**config.mk**
```make
export PLATFORM = sky130hd
export DESIGN_NAME = extbus_rate_ctrl
export DESIGN_NICKNAME = d
export VERILOG_FILES = /design/src/rtl/ebr_pkg.sv /design/src/rtl/ebr_cfg_reg.sv /design/src/rtl/ebr_phase_gen.sv /design/src/rtl/ebr_strobe_gen.sv /design/src/rtl/extbus_rate_ctrl.sv
export SDC_FILE = /design/constraint.sdc
export NUM_CORES = 1
export LEC_CHECK = 0
export ABC_AREA = 1
export BUFFER_PORTS_ARGS = -buffer_cell sky130_fd_sc_hd__buf_2
export CAP_MARGIN = 10
export CORE_MARGIN = 2
export CORE_UTILIZATION = 46
export CTS_BUF_LIST = sky130_fd_sc_hd__clkbuf_4 sky130_fd_sc_hd__clkbuf_8 sky130_fd_sc_hd__clkbuf_16
export DETAILED_ROUTE_END_ITERATION = 7
export HOLD_SLACK_MARGIN = 0.03
export PLACE_DENSITY = 0.8
export SKIP_LAST_GASP = 1
export SYNTH_ARGS = -nofsm -noshare
export SYNTH_HDL_FRONTEND = slang
export SYNTH_SLANG_ARGS = --single-unit
```
**constraint.sdc**
```tcl
create_clock -name clk -period 2.6 [get_ports clk]
set_input_delay 0.78 -clock clk [delete_from_list [all_inputs] [get_ports clk]]
set_output_delay 0.78 -clock clk [all_outputs]
set_load 0.05 [all_outputs]
```
**src/rtl/ebr_pkg.sv**
```systemverilog
package ebr_pkg;
  typedef enum logic [2:0] {
    ACC_SRAM = 3'd0,
    ACC_XROM = 3'd1,
    ACC_XIO  = 3'd2,
    ACC_PROM = 3'd3,
    ACC_EDO  = 3'd4
  } acc_t;

  localparam int RATE_BIT = 7;
  localparam int STB_BIT  = 3;
  localparam logic [7:0] CFG_MASK = 8'((1 << RATE_BIT) | (1 << STB_BIT));

  typedef struct packed {
    logic half_rate;
    logic stb_en;
  } cfg_t;

  function automatic logic is_static(input logic [2:0] t);
    return (t == ACC_SRAM) || (t == ACC_XROM) || (t == ACC_XIO);
  endfunction
endpackage

```
**src/rtl/ebr_cfg_reg.sv**
```systemverilog
module ebr_cfg_reg
  import ebr_pkg::*;
(
  input  logic       clk,
  input  logic       rst_n,
  input  logic       we,
  input  logic [7:0] wdata,
  input  logic       hold,
  output logic [7:0] rdata,
  output cfg_t       active
);
  logic [7:0] shadow_q;
  logic [7:0] live_q;

  always_ff @(posedge clk or negedge rst_n) begin
    if (!rst_n) begin
      shadow_q <= '0;
      live_q   <= '0;
    end else begin
      if (we) shadow_q <= wdata & CFG_MASK;
      if (!hold) live_q <= shadow_q;
    end
  end

  assign rdata            = shadow_q;
  assign active.half_rate = live_q[RATE_BIT];
  assign active.stb_en    = live_q[STB_BIT];
endmodule

```
**src/rtl/ebr_phase_gen.sv**
```systemverilog
module ebr_phase_gen #(
  parameter int BUS_PHASES = 3
) (
  input  logic clk,
  input  logic rst_n,
  input  logic start,
  input  logic half,
  output logic busy,
  output logic phase_en,
  output logic in_last,
  output logic gclk
);
  localparam int PH_W = (BUS_PHASES > 1) ? $clog2(BUS_PHASES) : 1;
  localparam logic [PH_W-1:0] LAST = PH_W'(BUS_PHASES - 1);

  logic            busy_q;
  logic            div_q;
  logic [PH_W-1:0] ph_q;

  assign phase_en = busy_q & (~half | div_q);
  assign in_last  = busy_q & (ph_q == LAST);
  assign gclk     = busy_q & half & ~div_q;
  assign busy     = busy_q;

  always_ff @(posedge clk or negedge rst_n) begin
    if (!rst_n) begin
      busy_q <= 1'b0;
      div_q  <= 1'b0;
      ph_q   <= '0;
    end else if (start) begin
      busy_q <= 1'b1;
      div_q  <= 1'b0;
      ph_q   <= '0;
    end else if (busy_q) begin
      div_q <= half ? ~div_q : 1'b0;
      if (phase_en) begin
        if (ph_q == LAST) busy_q <= 1'b0;
        else              ph_q   <= ph_q + 1'b1;
      end
    end
  end
endmodule

```
**src/rtl/ebr_strobe_gen.sv**
```systemverilog
module ebr_strobe_gen (
  input  logic busy,
  input  logic in_last,
  input  logic static_acc,
  input  logic stb_en,
  input  logic flyby,
  input  logic write,
  output logic iord_n,
  output logic iowr_n
);
  logic drive;

  always_comb begin
    drive  = busy & ~in_last & static_acc & (stb_en | flyby);
    iord_n = ~(drive & ~write);
    iowr_n = ~(drive & write);
  end
endmodule

```
**src/rtl/extbus_rate_ctrl.sv**
```systemverilog
module extbus_rate_ctrl
  import ebr_pkg::*;
#(
  parameter int BUS_PHASES = 3
) (
  input  logic       clk,
  input  logic       rst_n,
  input  logic       cfg_we,
  input  logic [7:0] cfg_wdata,
  output logic [7:0] cfg_rdata,
  input  logic       req_valid,
  output logic       req_ready,
  input  logic [2:0] req_type,
  input  logic       req_write,
  input  logic       req_flyby,
  input  logic       clk_out_sel,
  output logic       bus_phase_en,
  output logic       bus_clk,
  output logic       iord_n,
  output logic       iowr_n,
  output logic       clk_out
);
  cfg_t       cfg;
  logic       busy;
  logic       in_last;
  logic       start;
  logic [2:0] type_q;
  logic       write_q;
  logic       flyby_q;
  logic       static_acc;
  logic       half;

  assign req_ready  = ~busy;
  assign start      = req_valid & ~busy;
  assign static_acc = is_static(type_q);
  assign half       = cfg.half_rate & static_acc;
  assign clk_out    = clk_out_sel & clk;

  always_ff @(posedge clk or negedge rst_n) begin
    if (!rst_n) begin
      type_q  <= ACC_PROM;
      write_q <= 1'b0;
      flyby_q <= 1'b0;
    end else if (start) begin
      type_q  <= req_type;
      write_q <= req_write;
      flyby_q <= req_flyby;
    end
  end

  ebr_cfg_reg u_cfg (
    .clk    (clk),
    .rst_n  (rst_n),
    .we     (cfg_we),
    .wdata  (cfg_wdata),
    .hold   (busy),
    .rdata  (cfg_rdata),
    .active (cfg)
  );

  ebr_phase_gen #(.BUS_PHASES(BUS_PHASES)) u_phase (
    .clk      (clk),
    .rst_n    (rst_n),
    .start    (start),
    .half     (half),
    .busy     (busy),
    .phase_en (bus_phase_en),
    .in_last  (in_last),
    .gclk     (bus_clk)
  );

  ebr_strobe_gen u_stb (
    .busy       (busy),
    .in_last    (in_last),
    .static_acc (static_acc),
    .stb_en     (cfg.stb_en),
    .flyby      (flyby_q),
    .write      (write_q),
    .iord_n     (iord_n),
    .iowr_n     (iowr_n)
  );
endmodule

```
==> flow_metrics.py, run 1 <==
metrics = {
    "cts": {
        "path_clk_slew_ps": 80,
        "cts_resized": 0,
        "postCtsSetupBuffers": 0,
        "cts_tree": "done",
        "clk_latency_ps": 380,
        "cts_hold_buffers": 0,
    },
    "floorplan": {
        "dieArea_um2": 1720,
        "die_w_um": 41.5,
        "rows": 13,
        "pin_count": 32,
        "coreArea_um2": 1300,
        "die_h_um": 41.5,
        "initial_core_util": 0.497,
    },
    "global_route": {
        "antenna_found_initial": 0,
        "grt_pass1_wl_um": 1870,
        "grt_usage": 0.150,
        "grt_pass1_vias": 474,
        "grt_max_degree": 14,
        "gr-total-overflow": 0,
    },
    "hold_path": {
        "hp-class": "in2async",
    },
    "synthesis": {
        "yosys_warnings": 0,
        "yosysSeqAreaShare": 0.507,
        "synthDistinctLibCells": 19,
        "synth_top_cell_area_share": 0.426,
        "yosysTopAreaCell": "dfrtp_1",
        "avgSynthCellArea_um2": 8.29,
        "yosys-top-cells-area": "dfrtp_1 (43%), nand2_1 (15%), dfstp_2 (8.1%), buf_4 (7.0%), inv_1 (5.2%)",
        "ys_ff_latch": 13,
        "synthCells": 78,
        "netlist_area_um2": 647,
    },
    "worst_setup_path": {
        "cp_slowest_cell": "buf_4",
        "crit_type": "clk2out",
        "worstPathRequired_ps": 1820,
        "reg2regPathDepth": 6,
        "r2r_start": "u_phase.busy",
        "cp.depth": 5,
        "crit_family": "buffers and inverters",
        "crit_arrival_ps": 1780,
        "path_cells": "clkbuf_4 > clkbuf_4 > nand2_1 > inv_1 > buf_4",
        "worstSetupEndpointType": "primary output",
        "crit_buf_inv": 4,
        "cp_common_cell": "clkbuf_4",
        "ff2ff_setup_slack_ps": 1290,
        "r2r_end": "u_phase.ph_q[1]",
        "path_max_fanout": 2,
        "start_kind": "clock port",
        "critPathMaxStageDelay_ps": 170,
    },
    "drt": {
        "wl_met2_um": 506,
        "wirelength_um": 1130,
        "vias_per_cell": 4.53,
        "wire_per_inst_um": 9.58,
        "dr.pass1.iters": 4,
        "top_signal_layer_used": "met4",
        "drc": 0,
        "wl_met3_um": 110,
        "vias": 535,
        "drtIter0Drc": 14,
        "wl_met1_um": 479,
        "final_antenna_net_count": 0,
    },
    "sta": {
        "skew_ps": 5.04,
        "slew_viol_final": 0,
        "setup_viol": 0,
        "hold_viol": 0,
        "finalSetupTns_ps": 0,
        "rsz0062_at_grt": "false",
    },
    "placement": {
        "port_buffers": 19,
        "dp_hpwl_um": 842,
        "place_congestion": 0.738,
        "dpl_cell_area_um2": 734,
    },
    "flow_run": {
        "cap_viol_max_count": 0,
    },
    "cells_and_area": {
        "area_delta_synth_final_pct": 22.1,
        "layout_common_cells": "nand2_1 (25), buf_2 (18), dfrtp_1 (11)",
        "nets": 123,
        "regArea_um2": 328,
        "final_common_cell": "nand2_1",
        "fin_area_um2": 790,
        "drive_above_1_share": 0.340,
        "num-fill-cells": 122,
        "diodes": 0,
        "multi_input_area_um2": 249,
    },
    "power_and_ir_drop": {
        "peakVddDrop_uv": 767,
        "power_density_nw_per_um2": 1370,
        "power.leakage_nw": 0.456,
    },
    "status": {
        "status": "complete, no violations",
    },
}
-- cell usage after synthesis --
library cell / number
nor2_2: 1
nor3_2: 1
nand3_1: 4
ha_1: 1
conb_1: 1
nor2_1: 4
nand2_1: 25
inv_1: 9
nand4_1: 1
inv_2: 1
dfstp_2: 2
o21ai_0: 6
a31oi_1: 1
dfrtp_1: 11
nand2_4: 1
inv_4: 1
nand2_2: 1
buf_4: 6
or2_4: 1
-- worst max-delay path by stage --
stage | from | to | slack (ps)
2_1_floorplan | clk | clk_out | 300
3_3_place_gp | clk | clk_out | 260
3_5_place_dp | clk | clk_out | 260
4_1_cts | clk | clk_out | 10
5_1_grt | clk | clk_out | 8
6_report | clk | clk_out | 40
-- kinds of logic after synthesis --
logic type,count (synthesis),share of synthesized area
flip-flops,13,0.507
AND/OR/NAND/NOR,39,0.275
AO/OA/AOI/OAI,7,0.0561
other,1,0.00580
adder cells (fa/ha/maj),1,0.0193
buffers and inverters,17,0.137
-- cell type report --
type | count | area share
Multi-Input combinational cell | 53 | 0.315
Sequential cell | 13 | 0.415
Inverter | 10 | 0.0507
Timing Repair Buffer | 18 | 0.114
Clock buffer | 8 | 0.0761
Tap cell | 15 | 0.0238
Clock inverter | 1 | 0.00475
-- stage by stage --
| step | total power [mW] | hold WS (ps) | setup slack, ps | utilization | std cells |
|---|---|---|---|---|---|
| finish | 1.08 | 256 | 40.8 | 0.607 | 118 |
| global route | 1.16 | 260 | 8.25 | 0.607 | 118 |
| CTS | 1.09 | 263 | 10.0 | 0.605 | 118 |
| detailed placement | 0.886 | 460 | 264 | 0.564 | 111 |
| global placement | 0.869 | 456 | 264 | 0.564 | 111 |
| floorplan | 0.786 | 443 | 295 | - | 83 |
-- power by group --
group / total [mW] / internal [mW] / switching [mW]
Combinational: 0.479 / 0.140 / 0.339
Clock: 0.248 / 0.134 / 0.114
Sequential: 0.357 / 0.299 / 0.0582
Total: 1.08 / 0.573 / 0.511
-- metal layers --
layer,GRT usage,up-vias
li1,-,278
met1,0.177,223
met2,0.203,30
met3,0.0435,4
met4,0.168,0
met5,0,-
-- state kept, by name (all words and copies together), names as in the netlist --
| signal | cells |
|---|---|
| u_cfg.rdata | 2 |
| u_phase.div_q | 1 |
| u_phase.busy | 1 |
| flyby_q | 1 |
| u_phase.ph_q | 2 |
| u_cfg.live_q | 2 |
| write_q | 1 |
| type_q | 3 |
Power figures use the tool's default switching activity.
==> inputs of run 2 (changes only) <==
--- a/config.mk
+++ b/config.mk
@@ -9,11 +9,10 @@
 export BUFFER_PORTS_ARGS = -buffer_cell sky130_fd_sc_hd__buf_2
 export CAP_MARGIN = 10
 export CORE_MARGIN = 2
-export CORE_UTILIZATION = 46
+export CORE_UTILIZATION = 43
 export CTS_BUF_LIST = sky130_fd_sc_hd__clkbuf_4 sky130_fd_sc_hd__clkbuf_8 sky130_fd_sc_hd__clkbuf_16
 export DETAILED_ROUTE_END_ITERATION = 7
-export HOLD_SLACK_MARGIN = 0.03
-export PLACE_DENSITY = 0.8
+export PLACE_DENSITY = 0.76
 export SKIP_LAST_GASP = 1
 export SYNTH_ARGS = -nofsm -noshare
 export SYNTH_HDL_FRONTEND = slang
==> constraint.sdc (replaced) <==
create_clock -name clk -period 2.9 [get_ports clk]
set_input_delay 0.87 -clock clk [delete_from_list [all_inputs] [get_ports clk]]
set_output_delay 0.87 -clock clk [all_outputs]
set_load 0.05 [all_outputs]
==> run 2 against run 1 <==
Against the previous run:
- global-route usage up 1.8 points
- sequential cell count unchanged
- highest routed layer unchanged
- design area down 0.32%
- clock skew down 0.96 ps
- routed wire length up 1.6%
- critical path depth unchanged
- sequential share of layout area up 0.13 points
- via count up 1.5%
- utilization down 2.4 points
- largest cell class unchanged
- largest power group unchanged
- worst hold slack better by 89 ps
- final cell count unchanged
- setup slack better by 40 ps
==> flow_metrics.py, run 2 (synthesis results as in run 1) <==
metrics = {
    "status": {
        "status": "complete, no violations",
    },
    "global_route": {
        "use_met2": 0.206,
        "busiest_layer": "met4",
        "grt_pass1_vias": 534,
        "grt_max_degree": 14,
        "use_met3": 0.0851,
        "use_met1": 0.182,
        "grt_pass1_wl_um": 2080,
        "gr-total-overflow": 0,
        "antenna_found_initial": 0,
        "grt_usage": 0.168,
    },
    "worst_setup_path": {
        "cp_common_cell": "clkbuf_4",
        "path_cells": "clkbuf_4 > clkbuf_4 > nand2_1 > inv_1 > buf_2",
        "critPathMaxStageDelay_ps": 200,
        "crit_type": "clk2out",
        "start_kind": "clock port",
        "crit_buf_inv": 4,
        "crit_family": "buffers and inverters",
        "crit_arrival_ps": 1950,
        "path_max_fanout": 2,
        "worstSetupEndpointType": "primary output",
        "worstPathRequired_ps": 2030,
        "cp_slowest_cell": "buf_2",
    },
    "placement": {
        "dp_hpwl_um": 855,
        "port_buffers": 19,
        "place_congestion": 0.730,
        "dp_slack_ps": 324,
    },
    "drt": {
        "wirelength_um": 1150,
        "drtIter0Drc": 7,
        "final_antenna_net_count": 0,
        "dr.pass1.iters": 4,
        "drc": 0,
        "vias_per_cell": 4.60,
        "wire_per_inst_um": 9.74,
        "vias": 543,
    },
    "power_and_ir_drop": {
        "peakVddDrop_uv": 624,
        "power.leakage_nw": 0.455,
        "power_density_nw_per_um2": 1230,
    },
    "hold_path": {
        "hp-class": "in2async",
    },
    "cts": {
        "path_clk_slew_ps": 80,
        "cts_resized": 0,
        "cts_hold_buffers": 0,
        "postCtsSetupBuffers": 0,
        "cts_tree": "done",
        "clk_latency_ps": 390,
    },
    "floorplan": {
        "die_w_um": 42.8,
        "dieArea_um2": 1830,
        "rows": 13,
        "initial_core_util": 0.479,
        "pin_count": 32,
        "die_h_um": 42.8,
        "coreArea_um2": 1350,
    },
    "flow_run": {
        "cap_viol_max_count": 0,
    },
    "cells_and_area": {
        "area_delta_synth_final_pct": 21.7,
        "layout_common_cells": "nand2_1 (25), buf_2 (19), dfrtp_1 (11)",
        "final_common_cell": "nand2_1",
        "drive_above_1_share": 0.340,
        "nets": 123,
        "largest_reg_flops": 3,
        "diodes": 0,
        "final_util": 0.583,
        "top_register": "type_q",
    },
    "sta": {
        "slew_viol_final": 0,
        "finalSetupTns_ps": 0,
        "skew_ps": 4.09,
        "hold_viol": 0,
        "rsz0062_at_grt": "false",
        "fin_ws_ps": 80.6,
        "setup_viol": 0,
    },
}
-- run 2: changes by cell type in the layout (fill, tap and decap cells not counted) --
cell,change
buf_2,+1
buf_4,-1
-- run 2: final timing paths --
kind | slack [ps] | startpoint | cells after the start | to
min in group clk | 470 | type_q[0] | 2 | type_q[0]
min reg2reg | 470 | type_q[0] | 2 | type_q[0]
min | 350 | rst_n | 1 | write_q
max | 80 | clk | 5 | clk_out
max in group asynchronous | 2280 | rst_n | 1 | type_q[0]
max reg2reg | 1590 | u_phase.busy | 6 | u_phase.ph_q[0]
-- run 2: cell type report --
type | instances | area [µm²]
Sequential cell | 13 | 328
Timing Repair Buffer | 18 | 90.1
Clock inverter | 1 | 3.75
Inverter | 10 | 40.0
Tap cell | 15 | 18.8
Fill cell | 129 | 563
Multi-Input combinational cell | 53 | 249
Clock buffer | 8 | 57.6
-- run 2: worst reg2reg max path: stages, from the launching register on --
cell     delay (ps)
dfrtp_1         460
nor2_2          400
inv_4            90
nand2_4          90
nand2_2          60
nand2_1          60
nand2_1          40
-- run 2: routing by layer --
metal / share of wire / vias up
met5: 0 / -
met4: 0.042 / 0
met1: 0.42 / 230
met3: 0.074 / 9
li1: - / 281
met2: 0.47 / 23
-- run 2: power breakdown --
| group | internal, mW | switching (mW) | leakage (nW) |
|---|---|---|---|
| Clock | 0.116 | 0.105 | 0.0470 |
| Combinational | 0.126 | 0.305 | 0.252 |
| Sequential | 0.267 | 0.0474 | 0.156 |
| Total | 0.509 | 0.458 | 0.455 |
-- run 2: through the flow --
step / std cells / hold WS, ps / power, mW / instance area, µm²
CTS: 118 / 352 / 0.981 / 787
finish: 118 / 345 / 0.967 / 787
floorplan: 83 / 443 / 0.704 / 666
global route: 118 / 331 / 1.06 / 787
detailed placement: 111 / 458 / 0.795 / 734
global placement: 111 / 455 / 0.781 / 734
==> inputs of run 3 (changes only) <==
--- a/config.mk
+++ b/config.mk
@@ -8,6 +8,7 @@
 export ABC_AREA = 1
 export BUFFER_PORTS_ARGS = -buffer_cell sky130_fd_sc_hd__buf_2
 export CAP_MARGIN = 10
+export CORE_ASPECT_RATIO = 1.1
 export CORE_MARGIN = 2
 export CORE_UTILIZATION = 43
 export CTS_BUF_LIST = sky130_fd_sc_hd__clkbuf_4 sky130_fd_sc_hd__clkbuf_8 sky130_fd_sc_hd__clkbuf_16
==> run 3 against run 2 <==
Against the previous run:
- routed wire length is 6.6% lower
- design area is 0.16% higher
- worst hold slack better by 4.7 ps
- sequential cell count stayed put
- critical path type unchanged
==> flow_metrics.py, run 3 (synthesis results as in run 1) <==
metrics = {
    "status": {
        "status": "complete, no violations",
    },
    "worst_setup_path": {
        "worstPathRequired_ps": 2030,
        "path_cells": "clkbuf_4 > clkbuf_4 > nand2_1 > inv_1 > buf_2",
        "start_kind": "clock port",
        "cp_slowest_cell": "buf_2",
        "r2r_start": "u_phase.busy",
        "path_max_fanout": 2,
        "setup.worst_path.start": "clk",
        "r2r_end": "u_phase.ph_q[1]",
        "reg2regPathDepth": 6,
        "crit_type": "clk2out",
        "worstSetupEndpointType": "primary output",
        "ff2ff_setup_slack_ps": 1570,
        "cp_common_cell": "clkbuf_4",
        "critPathMaxStageDelay_ps": 200,
        "crit_arrival_ps": 1950,
    },
    "flow_run": {
        "cap_viol_max_count": 0,
    },
    "cells_and_area": {
        "num-fill-cells": 130,
        "drive_above_1_share": 0.340,
        "nets": 123,
        "final_common_cell": "nand2_1",
        "fin_cells": 119,
        "diodes": 0,
        "layout_common_cells": "nand2_1 (25), buf_2 (19), dfrtp_1 (11)",
        "largest_reg_flops": 3,
        "top_register": "type_q",
        "area_delta_synth_final_pct": 21.9,
    },
    "global_route": {
        "grt_max_degree": 14,
        "grt_usage": 0.163,
        "antenna_found_initial": 0,
        "grt_pass1_vias": 497,
        "grt_pass1_wl_um": 1860,
        "gr-total-overflow": 0,
    },
    "placement": {
        "place_congestion": 0.767,
        "dp_cells": 112,
        "dp_hpwl_um": 830,
        "port_buffers": 19,
    },
    "drt": {
        "vias": 539,
        "dr.pass1.iters": 2,
        "drtIter0Drc": 5,
        "drc": 0,
        "vias_per_cell": 4.53,
        "wire_per_inst_um": 9.02,
        "final_antenna_net_count": 0,
        "wirelength_um": 1070,
    },
    "floorplan": {
        "initial_core_util": 0.467,
        "coreArea_um2": 1380,
        "die_w_um": 41.0,
        "pin_count": 32,
        "dieArea_um2": 1830,
        "rows": 14,
        "die_h_um": 44.7,
    },
    "cts": {
        "cts_hold_buffers": 0,
        "cts_resized": 0,
        "cts_tree": "done",
        "path_clk_slew_ps": 80,
        "postCtsSetupBuffers": 0,
        "clk_latency_ps": 380,
    },
    "sta": {
        "finalSetupTns_ps": 0,
        "hold_viol": 0,
        "rsz0062_at_grt": "false",
        "setup_viol": 0,
        "slew_viol_final": 0,
        "skew_ps": 4.22,
    },
    "power_and_ir_drop": {
        "power_density_nw_per_um2": 1220,
        "peakVddDrop_uv": 578,
        "power.leakage_nw": 0.455,
    },
    "hold_path": {
        "hp-class": "in2async",
    },
}
run 3: cell counts in the layout (fill, tap and decap cells not counted):
Identical to the previous run, type by type.
run 3: how the worst max path moves through the flow:
stage,slack [ps],endpoint,cells past startpoint
after floorplan,360,clk_out,2
final,80,clk_out,5
after global placement,320,clk_out,3
after global routing,20,clk_out,5
after detailed placement,320,clk_out,3
after CTS,70,clk_out,5
run 3: metal layers:
metal	up-vias	track usage	share of wire
met5	-	0	0
met4	0	0.187	0.032
met3	4	0.0653	0.051
met2	18	0.213	0.48
met1	241	0.178	0.44
li1	276	-	-
run 3: power by group:
group | leakage [nW] | switching (mW) | internal (mW)
registers | 0.156 | 0.0456 | 0.267
clock network | 0.0470 | 0.100 | 0.116
logic | 0.252 | 0.307 | 0.127
run 3: cell type report:
class                           instances  area, µm²  share of cell area
Sequential cell                        13        328               0.416
Multi-Input combinational cell         53        249               0.316
Timing Repair Buffer                   18       90.1               0.114
Clock buffer                            8       57.6              0.0730
Inverter                               10       40.0              0.0508
Tap cell                               16       20.0              0.0254
Clock inverter                          1       3.75             0.00476
run 3: stage by stage:
step | power (mW) | worst slack, ps | utilization | hold WS [ps] | instance area, µm²
floorplan | 0.704 | 355 | - | 443 | 666
global placement | 0.780 | 324 | 0.532 | 455 | 736
detailed placement | 0.795 | 324 | 0.532 | 459 | 736
CTS | 0.974 | 69.5 | 0.570 | 360 | 788
global route | 1.05 | 19.7 | 0.570 | 354 | 788
finish | 0.962 | 79.5 | 0.570 | 350 | 788
run 3: critical path: cells and delay by family:
kind                   cells  cell delay, ps
buffers and inverters      4             460
and+or+nand+nor            1              50
